==> src/rtl/regpair_alu_pkg.sv <==
package regpair_alu_pkg;

    typedef enum logic [3:0] {
        OP_MOV  = 4'h0,
        OP_OR   = 4'h1,
        OP_AND  = 4'h2,
        OP_XOR  = 4'h3,
        OP_ADD  = 4'h4,
        OP_SUB  = 4'h5,
        OP_SHR  = 4'h6,
        OP_RSUB = 4'h7,
        OP_SHL  = 4'hE
    } alu_op_e;

    typedef struct packed {
        logic res_we;
        logic flag_we;
        logic flag;
    } alu_ctl_t;

    function automatic logic op_is_defined(input logic [3:0] op);
        return (op <= 4'h7) || (op == 4'hE);
    endfunction

    function automatic logic op_sets_flag(input logic [3:0] op);
        return (op >= 4'h4 && op <= 4'h7) || (op == 4'hE);
    endfunction

endpackage

==> src/rtl/regpair_alu_core.sv <==
module regpair_alu_core
    import regpair_alu_pkg::*;
#(
    parameter int DATA_W = 8
) (
    input  logic [3:0]        op,
    input  logic [DATA_W-1:0] opa,
    input  logic [DATA_W-1:0] opb,
    output logic [DATA_W-1:0] res,
    output alu_ctl_t          ctl
);

    logic [DATA_W:0] wide;
    alu_op_e         op_e;

    always_comb begin
        op_e        = alu_op_e'(op);
        wide        = '0;
        res         = opa;
        ctl.res_we  = op_is_defined(op);
        ctl.flag_we = op_sets_flag(op);
        ctl.flag    = 1'b0;
        case (op_e)
            OP_MOV:  res = opb;
            OP_OR:   res = opa | opb;
            OP_AND:  res = opa & opb;
            OP_XOR:  res = opa ^ opb;
            OP_ADD: begin
                wide     = {1'b0, opa} + {1'b0, opb};
                res      = wide[DATA_W-1:0];
                ctl.flag = wide[DATA_W];
            end
            OP_SUB: begin
                res      = opa - opb;
                ctl.flag = (opa >= opb);
            end
            OP_RSUB: begin
                res      = opb - opa;
                ctl.flag = (opb >= opa);
            end
            OP_SHR: begin
                res      = opa >> 1;
                ctl.flag = opa[0];
            end
            OP_SHL: begin
                res      = opa << 1;
                ctl.flag = opa[DATA_W-1];
            end
            default: res = opa;
        endcase
    end

endmodule

==> src/rtl/regpair_alu_regfile.sv <==
module regpair_alu_regfile #(
    parameter int DATA_W   = 8,
    parameter int NUM_REGS = 16,
    parameter int IDX_W    = 4,
    parameter int FLAG_IDX = 15
) (
    input  logic                       clk,
    input  logic                       rst,
    input  logic [IDX_W-1:0]           rda_idx,
    input  logic [IDX_W-1:0]           rdb_idx,
    input  logic [IDX_W-1:0]           rdd_idx,
    output logic [DATA_W-1:0]          rda_data,
    output logic [DATA_W-1:0]          rdb_data,
    output logic [DATA_W-1:0]          rdd_data,
    input  logic                       res_we,
    input  logic [IDX_W-1:0]           res_idx,
    input  logic [DATA_W-1:0]          res_data,
    input  logic                       flag_we,
    input  logic                       flag_bit,
    input  logic                       ld_we,
    input  logic [IDX_W-1:0]           ld_idx,
    input  logic [DATA_W-1:0]          ld_data,
    output logic [NUM_REGS*DATA_W-1:0] regs_flat
);

    logic [DATA_W-1:0] regs [NUM_REGS];
    logic [DATA_W-1:0] flag_word;

    assign flag_word = {{(DATA_W-1){1'b0}}, flag_bit};

    for (genvar g = 0; g < NUM_REGS; g++) begin : g_reg
        always_ff @(posedge clk) begin
            if (rst) begin
                regs[g] <= '0;
            end else if (flag_we && (g == FLAG_IDX)) begin
                // flag write lands after the result write: it wins on x == FLAG_IDX
                regs[g] <= flag_word;
            end else if (res_we && (res_idx == IDX_W'(g))) begin
                regs[g] <= res_data;
            end else if (ld_we && (ld_idx == IDX_W'(g))) begin
                regs[g] <= ld_data;
            end
        end
        assign regs_flat[g*DATA_W +: DATA_W] = regs[g];
    end

    assign rda_data = regs[rda_idx];
    assign rdb_data = regs[rdb_idx];
    assign rdd_data = regs[rdd_idx];

endmodule

==> src/rtl/regpair_alu.sv <==
module regpair_alu
    import regpair_alu_pkg::*;
#(
    parameter int DATA_W   = 8,
    parameter int NUM_REGS = 16,
    localparam int IDX_W    = $clog2(NUM_REGS),
    localparam int FLAG_IDX = NUM_REGS - 1
) (
    input  logic              clk,
    input  logic              rst,
    input  logic              start,
    input  logic [3:0]        sub_op,
    input  logic [IDX_W-1:0]  idx_x,
    input  logic [IDX_W-1:0]  idx_y,
    output logic              done,
    input  logic              load_en,
    input  logic [IDX_W-1:0]  load_idx,
    input  logic [DATA_W-1:0] load_data,
    input  logic [IDX_W-1:0]  dbg_idx,
    output logic [DATA_W-1:0] dbg_data
);

    logic [DATA_W-1:0]          rd_x;
    logic [DATA_W-1:0]          rd_y;
    logic [DATA_W-1:0]          alu_res;
    alu_ctl_t                   alu_ctl;
    logic [NUM_REGS*DATA_W-1:0] regs_flat;
    logic                       done_q;

    regpair_alu_core #(.DATA_W(DATA_W)) core_i (
        .op  (sub_op),
        .opa (rd_x),
        .opb (rd_y),
        .res (alu_res),
        .ctl (alu_ctl)
    );

    regpair_alu_regfile #(
        .DATA_W  (DATA_W),
        .NUM_REGS(NUM_REGS),
        .IDX_W   (IDX_W),
        .FLAG_IDX(FLAG_IDX)
    ) rf_i (
        .clk      (clk),
        .rst      (rst),
        .rda_idx  (idx_x),
        .rdb_idx  (idx_y),
        .rdd_idx  (dbg_idx),
        .rda_data (rd_x),
        .rdb_data (rd_y),
        .rdd_data (dbg_data),
        .res_we   (start & alu_ctl.res_we),
        .res_idx  (idx_x),
        .res_data (alu_res),
        .flag_we  (start & alu_ctl.flag_we),
        .flag_bit (alu_ctl.flag),
        .ld_we    (load_en & ~start),
        .ld_idx   (load_idx),
        .ld_data  (load_data),
        .regs_flat(regs_flat)
    );

    always_ff @(posedge clk) begin
        if (rst) done_q <= 1'b0;
        else     done_q <= start;
    end

    assign done = done_q;

endmodule

==> config.mk <==
export PLATFORM = sky130hd
export DESIGN_NAME = regpair_alu
export DESIGN_NICKNAME = d
export VERILOG_FILES = /design/src/rtl/regpair_alu_pkg.sv /design/src/rtl/regpair_alu_core.sv /design/src/rtl/regpair_alu_regfile.sv /design/src/rtl/regpair_alu.sv
export SDC_FILE = /design/constraint.sdc
export NUM_CORES = 1
export LEC_CHECK = 0
export BUFFER_PORTS_ARGS = -buffer_cell sky130_fd_sc_hd__buf_2
export CAP_MARGIN = 20
export CORE_UTILIZATION = 60
export CTS_CLUSTER_SIZE = 12
export DETAILED_ROUTE_END_ITERATION = 6
export GPL_ROUTABILITY_DRIVEN = 0
export GPL_TIMING_DRIVEN = 1
export PLACE_DENSITY = 0.78
export REMOVE_ABC_BUFFERS = 1
export SYNTH_ARGS = -nofsm -noshare
export SYNTH_HDL_FRONTEND = slang
export SYNTH_SLANG_ARGS = --single-unit
==> constraint.sdc <==
create_clock -name clk -period 4.45 [get_ports clk]
set_input_delay 0.2225 -clock clk [delete_from_list [all_inputs] [get_ports clk]]
set_output_delay 0.2225 -clock clk [all_outputs]
set_load 0.05 [all_outputs]
==> summary.txt, run 1 <==
Outcome
  • Run status: finished, violations left
  • Violated checks: DRC

STA
  • Worst clock skew: 0.00832 ns
  • RSZ-0062 raised after global routing: no
  • Number of endpoints with negative hold slack in the final report: 0
  • Minimum clock period after layout: 4.36 ns
  • Total negative setup slack: 0 ns
  • Period Utilization, post-route: 98.1%
  • Relative slew slack: 29.6%
  • Number of endpoints failing setup at the final stage: 0
  • Maximum clock rate: 229 MHz
  • Slew @ Worst Pin: 1.05 ns
  • Slew Limit Fails: 0

Synth
  • Number of distinct library cells after synthesis: 68
  • Most common library cells after synthesis: sky130_fd_sc_hd__edfxtp_1 (128), sky130_fd_sc_hd__nand2_1 (107), sky130_fd_sc_hd__mux4_2 (101)
  • Cells after Synth: 935
  • Top cell type by total area after synthesis: sky130_fd_sc_hd__edfxtp_1
  • Dominant combinational cell family by area after synthesis: multiplexers
  • Fraction of the mapped netlist area in compound gates: 18.1%
  • Post-synthesis async set-or-reset flop share: 0%
  • Largest cells by area after synthesis: sky130_fd_sc_hd__edfxtp_1 (36%), sky130_fd_sc_hd__mux4_2 (22%), sky130_fd_sc_hd__a22o_1 (5.2%)
  • Most numerous cell in the Yosys netlist: sky130_fd_sc_hd__edfxtp_1
  • Mux contribution to synthesized area: 24.3%
  • Count of yosys warnings during synthesis: 0
  • Synthesized-area fraction occupied by xor and xnor cells: 0.665%
  • Flip-flop and latch count after synthesis: 129
  • Number of enable flip-flop cells after synthesis: 128
  • Share of Yosys cell area claimed by the top area cell type: 36.5%
  • Synthesized-area fraction occupied by adder cells: 4.37%
  • Synth Area in Simple Gates: 10.8%
  • Share of synthesized area occupied by flip-flops and latches: 36.7%
  • Prevailing post-synth register cell: sky130_fd_sc_hd__edfxtp_1
  • Average footprint of a synthesized cell: 11.3 um2
  • Total standard cell area after synthesis: 10,500 um2

Detailed routing
  • Violation count after the first detailed-route iteration: 1,716
  • Antenna violation net count after detailed routing: 0
  • Number of remaining DRC errors: 29
  • Number of vias after detailed routing: 9,441
  • Average detailed-routed wire length per instance: 30.6 um
  • Number of search-and-repair iterations in the first detailed-routing pass: 7
  • Wirelength, routed: 37,000 um
  • Vias per Instance: 7.82

GRT
  • First-pass GRT wire length: 55,700 um
  • Largest net degree at the start of global routing: 39
  • Via count of the first global-routing pass: 9,190
  • Gr ovfl total: 0
  • Overall global routing resource usage: 42.7%
  • Number of antenna violations at the first check in global routing: 0

Worst setup path
  • Category of the worst setup path launch point: flop
  • Required @ worst endpoint: 4.62 ns
  • Crit path max-delay cell type: sky130_fd_sc_hd__mux4_2
  • Max Fanout on Critical Path: 16
  • Classification of the worst setup path: flop to flop
  • Number of cells on the worst reg-to-reg path: 13
  • Critical path capture point type: flop
  • Stage delay of the slowest cell on the critical path: 0.56 ns
  • Critical Path AT: 4.54 ns
  • Critical-path cell list: mux4_2 -> mux4_2 -> inv_1 -> ha_1 -> o21bai_1 -> a211oi_1 -> xnor2_1 -> a32o_1 -> a2111oi_1 -> buf_4 -> or3b_1 -> buf_4 -> a22o_1

Power and ir drop
  • Leak pwr: 0.00422 uW
  • Pwr Density: 333 nW/um2
  • Peak ir drop on the vdd network: 0.264 mV

Layout
  • Layout filler cell count: 1,242
  • Summed area of non-filler cells in the final layout: 11,600 um2
  • Ratio of cells with drive above 1 in the final layout: 25.6%
  • Post-layout net count: 1,039
  • Number of diodes: 0
  • Syn-to-layout area delta: 10.3%

Placement
  • Post-detailed-placement cell area: 11,100 um2
  • Number of I/O port buffers: 40
  • Half-perimeter wire length of the detailed placement result: 25,900 um

Clock tree
  • Number of buffers on the longest clock path: 2
  • CTS Root Cell: sky130_fd_sc_hd__clkbuf_16
  • Worst-Skew Late Latency: 0.43 ns
  • Sinks on the clock net: 129
  • Worst-path clk slew: 0.06 ns
  • CTS tree: done
  • Number of buffers added by the clock tree synthesis step: 17
  • Number of hold buffers added after cts: 0
  • Buffers inserted during post-CTS setup optimization: 0
  • Maximum level of the CTS H-tree: 4

Die
  • Starting density of the core: 61.1%
  • Ports placed on the boundary: 41
  • Overall die width: 135 um
  • Die height: 135 um
  • Floorplan die area: 18,100 um2
  • Std-Cell Core Area: 17,200 um2
  • Rows: 48

Min path
  • Class of the worst hold path: input pin to flop
  • Cell depth of the worst min-delay path: 2

Job
  • Max-cap violations: 0
report_power, final:
part	leakage [uW]	internal, uW	total, uW	switching, uW
sequential	0.00134	1390	1460	61.9
clock	0.000263	809	1330	526
combinational	0.00262	422	1070	653
layout make-up:
cell class                      instances  area, um2  area share (%)
Clock buffer                           18        429            3.69
Clock inverter                         12        120            1.03
Inverter                               30        113           0.969
Multi-Input combinational cell        697       6140            52.9
Sequential cell                       129       3860            33.3
Tap cell                              225        282            2.42
Timing Repair Buffer                   97        666            5.73
registers in the layout, summed over array words and instances, names as in the netlist:
signal / cells
done: 1
rf_i.regs: 128
path summary, 6_finish.rpt:
check	from	endpoint	slack, ns
setup / recovery	rf_i.regs[15][1]$_DFFE_PP_	rf_i.regs[3][3]$_DFFE_PP_	0.09
hold / removal	start	done$_SDFF_PP0_	0.19
setup reg to reg	rf_i.regs[15][1]$_DFFE_PP_	rf_i.regs[3][3]$_DFFE_PP_	0.09
hold reg to reg	rf_i.regs[12][7]$_DFFE_PP_	rf_i.regs[7][6]$_DFFE_PP_	1.42
layout by cell type (no fill, tap or decap), types with 21 or more instances in the layout:
master	count
sky130_fd_sc_hd__inv_1	29
sky130_fd_sc_hd__nand2_1	107
sky130_fd_sc_hd__mux4_2	101
sky130_fd_sc_hd__ha_1	32
sky130_fd_sc_hd__a22o_1	63
sky130_fd_sc_hd__o21ai_0	74
sky130_fd_sc_hd__mux2i_1	21
sky130_fd_sc_hd__a21oi_1	38
sky130_fd_sc_hd__buf_2	40
sky130_fd_sc_hd__nor2_1	51
sky130_fd_sc_hd__edfxtp_1	128
sky130_fd_sc_hd__buf_4	54
sky130_fd_sc_hd__nor3_1	23
metal layers:
| metal | up-vias | wire length (um) | track usage, % |
|---|---|---|---|
| li1 | 3783 | - | - |
| met1 | 4420 | 11500 | 53.7 |
| met2 | 1018 | 16700 | 64.9 |
| met3 | 220 | 6460 | 15.2 |
| met4 | 0 | 2270 | 23.2 |
| met5 | - | 0 | 0 |
through the flow:
stage | hold WS, ns | std cells | util, % | power [uW] | setup slack, ns
6_report | 0.188 | 1208 | 67.4 | 3870 | 0.0860
5_1_grt | 0.181 | 1208 | 67.4 | 3950 | 0.0190
4_1_cts | 0.167 | 1208 | 67.3 | 3800 | 0.0777
3_5_place_dp | 0.593 | 1178 | 64.2 | 2490 | -0.0928
3_3_place_gp | 0.597 | 1178 | 64.2 | 2470 | -0.0333
2_1_floorplan | 0.294 | 856 | - | 2070 | 0.644
timing repair:
item                       4_1_cts  5_1_grt
resized for setup                1        3
setup endpoints to repair       16       28
cloned                           0        0
worst max-delay path, delay by kind of cell, from the launching register on:
kind            cells  cell delay (ns)
compound gates      5             1.24
mux                 2             1.09
buf+inv             3             0.56
flops               1             0.42
simple gates        1             0.36
fa+ha+maj           1             0.29
xor+xnor            1             0.14
cells by family after synthesis:
family / count (synthesis)
compound gates: 277
xor+xnor: 8
fa+ha+maj: 35
buf+inv: 109
flops: 129
mux: 129
simple gates: 248
Note: power is estimated with default switching activity, not from simulation.
==> run 2, diff against run 1 <==
--- a/config.mk
+++ b/config.mk
@@ -5,7 +5,7 @@
 export SDC_FILE = /design/constraint.sdc
 export NUM_CORES = 1
 export LEC_CHECK = 0
-export BUFFER_PORTS_ARGS = -buffer_cell sky130_fd_sc_hd__buf_2
+export BUFFER_PORTS_ARGS = -buffer_cell sky130_fd_sc_hd__clkbuf_2
 export CAP_MARGIN = 20
 export CORE_UTILIZATION = 60
 export CTS_CLUSTER_SIZE = 12
@@ -14,6 +14,7 @@
 export GPL_TIMING_DRIVEN = 1
 export PLACE_DENSITY = 0.78
 export REMOVE_ABC_BUFFERS = 1
+export SETUP_SLACK_MARGIN = 0.15
 export SYNTH_ARGS = -nofsm -noshare
 export SYNTH_HDL_FRONTEND = slang
 export SYNTH_SLANG_ARGS = --single-unit
==> run 2 against run 1 <==
- the run still ends with DRC left
- register-to-register slack gained 0.15 ns
- setup slack gained 0.15 ns
- non-clock buffer count grew 6
- power grew 3.1%
- critical path type unchanged
- largest power group is now clock
==> summary.txt, run 2 (synthesized netlist as in run 1, its figures left out) <==
Worst setup path
  • Launch point of the worst path: rf_i.regs[11][1]$_DFFE_PP_
  • Category of the worst setup path launch point: flop
  • Critical path capture point type: flop
  • Number of cells on the worst reg-to-reg path: 12
  • Launch instance of the worst register-to-register path: rf_i.regs[11][1]$_DFFE_PP_
  • Critical-path cell list: mux4_2 -> mux4_2 -> inv_1 -> ha_1 -> o21bai_1 -> a21oi_1 -> xnor2_1 -> a32o_1 -> a2111oi_2 -> or3b_1 -> buf_4 -> a22o_1
  • Classification of the worst setup path: flop to flop
  • Stage delay of the slowest cell on the critical path: 0.56 ns
  • Cell occurring most often along the worst timing path: sky130_fd_sc_hd__mux4_2
  • Max Fanout on Critical Path: 16
  • Critical Path AT: 4.39 ns
  • Crit path max-delay cell type: sky130_fd_sc_hd__mux4_2
  • Required @ worst endpoint: 4.63 ns

STA
  • Slew @ Worst Pin: 1.01 ns
  • Slew Limit Fails: 0
  • Number of endpoints with negative hold slack in the final report: 0
  • Worst Setup Slack, final: 0.238 ns
  • Number of endpoints failing setup at the final stage: 0
  • Relative slew slack: 32.8%
  • Minimum clock period after layout: 4.21 ns
  • Worst clock skew: 0.00964 ns
  • Total negative setup slack: 0 ns
  • RSZ-0062 raised after global routing: no
  • Maximum clock rate: 237 MHz
  • Period Utilization, post-route: 94.6%

Detailed routing
  • Number of vias after detailed routing: 9,417
  • Number of search-and-repair iterations in the first detailed-routing pass: 7
  • Average detailed-routed wire length per instance: 28.7 um
  • Vias per Instance: 7.75
  • Number of remaining DRC errors: 8
  • Antenna violation net count after detailed routing: 0
  • Wirelength, routed: 34,900 um
  • Violation count after the first detailed-route iteration: 1,480

Placement
  • Half-perimeter wire length of the detailed placement result: 25,500 um
  • Worst slack at placement: -0.0566 ns
  • Number of I/O port buffers: 40

Die
  • Rows: 48
  • Overall die width: 135 um
  • Die height: 135 um
  • Ports placed on the boundary: 41
  • Starting density of the core: 61.1%
  • Std-Cell Core Area: 17,200 um2
  • Floorplan die area: 18,100 um2

Layout
  • Number of diodes: 0
  • Most frequent standard cell in the layout excluding fill and tap cells: sky130_fd_sc_hd__edfxtp_1
  • Utilization of the core after routing: 68.1%
  • Most frequent cells in the layout: sky130_fd_sc_hd__edfxtp_1 (128), sky130_fd_sc_hd__nand2_1 (106), sky130_fd_sc_hd__mux4_2 (101)
  • Post-layout net count: 1,045
  • Largest register FFs: 128
  • Ratio of cells with drive above 1 in the final layout: 26.6%
  • Largest reg by FF count: rf_i.regs
  • Syn-to-layout area delta: 11.4%

Outcome
  • Violated checks: DRC
  • Run status: finished, violations left

Power and ir drop
  • Share of total power consumed by net switching: 32.0%
  • Leak pwr: 0.00427 uW
  • Relative contribution of the clock network to total power: 36.7%
  • Pint: 2710 uW
  • Pwr Density: 340 nW/um2
  • Fraction of power consumed by combinational cells: 26.9%
  • Share of power burned in registers: 36.5%
  • Net Sw Power: 1280 uW
  • Peak ir drop on the vdd network: 0.267 mV
  • Power, Total: 3980 uW

Clock tree
  • Number of buffers on the longest clock path: 2
  • CTS Root Cell: sky130_fd_sc_hd__clkbuf_16
  • Number of buffers added by the clock tree synthesis step: 17
  • CTS tree: done
  • Sinks on the clock net: 129
  • Worst-path clk slew: 0.06 ns
  • Maximum level of the CTS H-tree: 4
  • Worst-Skew Late Latency: 0.44 ns

GRT
  • Overall global routing resource usage: 39.8%
  • Via count of the first global-routing pass: 9,038
  • Gr ovfl total: 0
  • First-pass GRT wire length: 52,900 um
  • Largest net degree at the start of global routing: 39
  • Number of antenna violations at the first check in global routing: 0

Min path
  • Hold path startpoint: load_data[6]
  • Cell depth of the worst min-delay path: 3
  • Class of the worst hold path: input pin to flop

Job
  • Max-cap violations: 0
run 2: power by group through the flow:
stage                     logic [uW]  clock network [uW]  registers (uW)
after floorplan                  631                   0            1440
after global placement          1000                   0            1470
after detailed placement        1010                   0            1470
after CTS                       1020                1440            1450
after global routing            1130                1490            1450
final                           1070                1460            1450
run 2: cell type report:
type	count	area, um2
Multi-Input combinational cell	697	6160
Timing Repair Buffer	103	711
Sequential cell	129	3860
Fill cell	1213	5500
Inverter	30	113
Clock buffer	17	425
Clock inverter	14	180
Tap cell	225	282
run 2: final timing paths:
| kind | slack [ns] | to |
|---|---|---|
| min reg2reg | 1.41 | rf_i.regs[13][1]$_DFFE_PP_ |
| max | 0.24 | rf_i.regs[8][3]$_SDFFCE_PN0P_ |
| min | 0.19 | rf_i.regs[15][6]$_DFFE_PP_ |
| max reg2reg | 0.24 | rf_i.regs[8][3]$_SDFFCE_PN0P_ |
run 2: metal layers:
metal	GRT usage [%]	vias to the layer above	part of all wire, %
li1	-	3805	-
met1	51.1	4421	32
met2	62.2	984	46
met3	12.7	207	17
met4	17.9	0	5.2
met5	0	-	0
run 2: stage by stage:
| stage | instance area [um2] | cells | hold WS (ns) |
|---|---|---|---|
| after detailed placement | 11100 | 1181 | 0.613 |
| after global placement | 11100 | 1181 | 0.614 |
| final | 11700 | 1215 | 0.194 |
| after global routing | 11700 | 1215 | 0.202 |
| after floorplan | 10100 | 856 | 0.294 |
| after CTS | 11700 | 1212 | 0.180 |
run 2: timing repair:
action                     CTS  global route
setup endpoints to repair    1            52
buffers inserted             0             3
resized for setup            1             6
hold buffers                 0             0
pin swaps                    0             1
run 2: critical path: cells and delay by family (launching register included):
family,cells,cell delay [ns]
muxes,2,1.06
buffers and inverters,2,0.38
xor gates and xnor gates,1,0.14
DFF,1,0.43
adders and majority gates,1,0.30
and+or+nand+nor,1,0.43
AOI/OAI and AO/OA,5,1.22
==> run 3, diff against run 2 <==
--- a/config.mk
+++ b/config.mk
@@ -12,7 +12,7 @@
 export DETAILED_ROUTE_END_ITERATION = 6
 export GPL_ROUTABILITY_DRIVEN = 0
 export GPL_TIMING_DRIVEN = 1
-export PLACE_DENSITY = 0.78
+export PLACE_DENSITY_LB_ADDON = 0.1
 export REMOVE_ABC_BUFFERS = 1
 export SETUP_SLACK_MARGIN = 0.15
 export SYNTH_ARGS = -nofsm -noshare
==> run 3 against run 2 <==
- the run now ends clean
- register-to-register slack worse by 0.04 ns
- count of clock-buffer cells in the layout increased by 1
- clock skew about the same
- power fell by 0.54%
- sequential power about the same
- combinational power is essentially flat
- critical path depth unchanged
- die area unchanged
- critical path type unchanged
==> summary.txt, run 3 (synthesized netlist as in run 1, its figures left out) <==
Outcome
  • Run status: completed

Worst setup path
  • Category of the worst setup path launch point: flop
  • Family with the most delay on the worst path: compound AO/OA/AOI/OAI gates
  • Critical path buffers and inverters: 2
  • Reg2reg end: rf_i.regs[3][3]$_DFFE_PP_
  • Launch instance of the worst register-to-register path: rf_i.regs[14][1]$_DFFE_PP_
  • Number of cells on the worst reg-to-reg path: 12
  • Critical path capture point type: flop
  • Required @ worst endpoint: 4.63 ns
  • Critical-path cell list: mux4_2 -> mux4_2 -> inv_1 -> ha_1 -> o21bai_1 -> a21oi_1 -> xnor2_1 -> a32o_1 -> a2111oi_1 -> or3b_1 -> buf_4 -> a22o_1
  • Classification of the worst setup path: flop to flop
  • Cell occurring most often along the worst timing path: sky130_fd_sc_hd__mux4_2
  • Max Fanout on Critical Path: 16
  • Stage delay of the slowest cell on the critical path: 0.52 ns
  • Slack of the worst reg-to-reg path: 0.20 ns
  • Critical Path AT: 4.43 ns
  • Crit path max-delay cell type: sky130_fd_sc_hd__mux4_2

Detailed routing
  • Wirelength, routed: 35,800 um
  • Antenna violation net count after detailed routing: 0
  • Number of vias after detailed routing: 9,211
  • Vias per Instance: 7.66
  • Number of search-and-repair iterations in the first detailed-routing pass: 6
  • Number of remaining DRC errors: 0
  • Violation count after the first detailed-route iteration: 1,451
  • Average detailed-routed wire length per instance: 29.8 um

Placement
  • Post-detailed-placement cell area: 11,000 um2
  • Number of I/O port buffers: 40
  • Half-perimeter wire length of the detailed placement result: 26,700 um

Power and ir drop
  • Share of total power consumed by net switching: 31.9%
  • Pwr Density: 340 nW/um2
  • Leak pwr: 0.00423 uW
  • Share of power burned in registers: 36.8%
  • Peak ir drop on the vdd network: 0.309 mV
  • Net Sw Power: 1260 uW
  • Pint: 2700 uW
  • Relative contribution of the clock network to total power: 36.6%
  • Fraction of power consumed by combinational cells: 26.7%

GRT
  • Gr ovfl total: 0
  • Number of antenna violations at the first check in global routing: 1
  • Via count of the first global-routing pass: 8,989
  • First-pass GRT wire length: 54,000 um
  • Overall global routing resource usage: 41.2%
  • Largest net degree at the start of global routing: 39

Job
  • Max-cap violations: 0

STA
  • Total negative setup slack: 0 ns
  • Minimum clock period after layout: 4.25 ns
  • RSZ-0062 raised after global routing: yes
  • Slew @ Worst Pin: 1.20 ns
  • Number of endpoints with negative hold slack in the final report: 0
  • Worst clock skew: 0.00954 ns
  • Period Utilization, post-route: 95.5%
  • Relative slew slack: 19.5%
  • Maximum clock rate: 235 MHz
  • Number of endpoints failing setup at the final stage: 0
  • Slew Limit Fails: 0

Die
  • Rows: 48
  • Starting density of the core: 61.1%
  • Floorplan die area: 18,100 um2
  • Ports placed on the boundary: 41
  • Std-Cell Core Area: 17,200 um2
  • Overall die width: 135 um
  • Die height: 135 um

Layout
  • Post-layout net count: 1,032
  • Number of diodes: 0
  • Summed area of non-filler cells in the final layout: 11,700 um2
  • Most frequent cells in the layout: sky130_fd_sc_hd__edfxtp_1 (128), sky130_fd_sc_hd__nand2_1 (107), sky130_fd_sc_hd__mux4_2 (101)
  • Largest reg by FF count: rf_i.regs
  • Largest register FFs: 128
  • Ratio of cells with drive above 1 in the final layout: 25.7%
  • Layout filler cell count: 1,262
  • Most frequent standard cell in the layout excluding fill and tap cells: sky130_fd_sc_hd__edfxtp_1
  • Syn-to-layout area delta: 10.6%

Min path
  • Hold Path End: rf_i.regs[15][6]$_DFFE_PP_
  • Cell depth of the worst min-delay path: 3
  • Hold path startpoint: load_data[6]
  • Class of the worst hold path: input pin to flop

Clock tree
  • Number of buffers added by the clock tree synthesis step: 17
  • Worst-Skew Late Latency: 0.44 ns
  • Maximum level of the CTS H-tree: 4
  • Worst-path clk slew: 0.06 ns
  • Number of buffers on the longest clock path: 2
  • CTS Root Cell: sky130_fd_sc_hd__clkbuf_16
  • Sinks on the clock net: 129
  • CTS tree: done
## run 3: cell types whose count changed in the layout (fill, tap and decap cells not counted), sizes merged
cell,change
buf,-13
clkinv,+3
clkinvlp,-3
clkbuf,+1
## run 3: worst max-delay path by stage
| stage | from | end | slack (ns) | cells past startpoint |
|---|---|---|---|---|
| after floorplan | rf_i.regs[7][0]$_DFFE_PP_ | rf_i.regs[10][1]$_DFFE_PP_ | 0.64 | 13 |
| after global placement | idx_y[0] | rf_i.regs[8][7]$_SDFFCE_PN0P_ | 0.20 | 16 |
| after detailed placement | idx_x[3] | rf_i.regs[14][6]$_DFFE_PP_ | 0.08 | 15 |
| after CTS | rf_i.regs[6][0]$_DFFE_PP_ | rf_i.regs[0][1]$_DFFE_PP_ | 0.22 | 15 |
| after global routing | rf_i.regs[14][0]$_DFFE_PP_ | rf_i.regs[15][0]$_DFFE_PP_ | 0.09 | 14 |
| final | rf_i.regs[14][1]$_DFFE_PP_ | rf_i.regs[3][3]$_DFFE_PP_ | 0.20 | 12 |
## run 3: metrics by stage
step	instances	setup slack, ns	power, uW	utilization (%)	hold WS [ns]
final	1203	0.198	3960	67.6	0.194
after global routing	1203	0.0874	4060	67.6	0.222
after CTS	1202	0.220	3900	67.3	0.176
after detailed placement	1170	0.0767	2480	63.8	0.613
after global placement	1170	0.202	2450	63.8	0.606
after floorplan	856	0.644	2070	-	0.294
## run 3: area by class of cell
cell class	count	area, um2	area share, %
multi-input combinational	697	6170	52.9
sequential	129	3860	33.2
timing repair buffer	90	626	5.37
clock buffer	18	429	3.68
tap	225	282	2.42
clock inverter	14	176	1.51
inverter	30	113	0.966
## run 3: what timing repair did
item                                    4_1_cts  5_1_grt
buffers inserted                              0        1
hold buffers                                  0        0
gates resized for setup                       0        7
endpoints found under the hold margin         0        0
endpoints found under the setup margin        0       50
## run 3: worst reg2reg max path, cell delays in order (launching register included)
cell	delay, ns
sky130_fd_sc_hd__edfxtp_1	0.51
sky130_fd_sc_hd__mux4_2	0.50
sky130_fd_sc_hd__mux4_2	0.52
sky130_fd_sc_hd__inv_1	0.14
sky130_fd_sc_hd__ha_1	0.28
sky130_fd_sc_hd__o21bai_1	0.24
sky130_fd_sc_hd__a21oi_1	0.13
sky130_fd_sc_hd__xnor2_1	0.13
sky130_fd_sc_hd__a32o_1	0.26
sky130_fd_sc_hd__a2111oi_1	0.44
sky130_fd_sc_hd__or3b_1	0.40
sky130_fd_sc_hd__buf_4	0.21
sky130_fd_sc_hd__a22o_1	0.24
## run 3: per-layer routing
layer	routed length [um]	up-vias	GRT usage [%]
met5	0	-	0
met4	2080	0	20.2
met3	5220	184	12.1
met2	16600	882	63.9
met1	12000	4373	53.2
li1	-	3772	-
## run 3: power groups by stage
stage          clock network (uW)  logic [uW]  registers [uW]
2_1_floorplan                   0         631            1440
3_3_place_gp                    0         980            1470
3_5_place_dp                    0        1000            1470
4_1_cts                      1440        1010            1450
5_1_grt                      1490        1120            1460
6_report                     1450        1060            1460
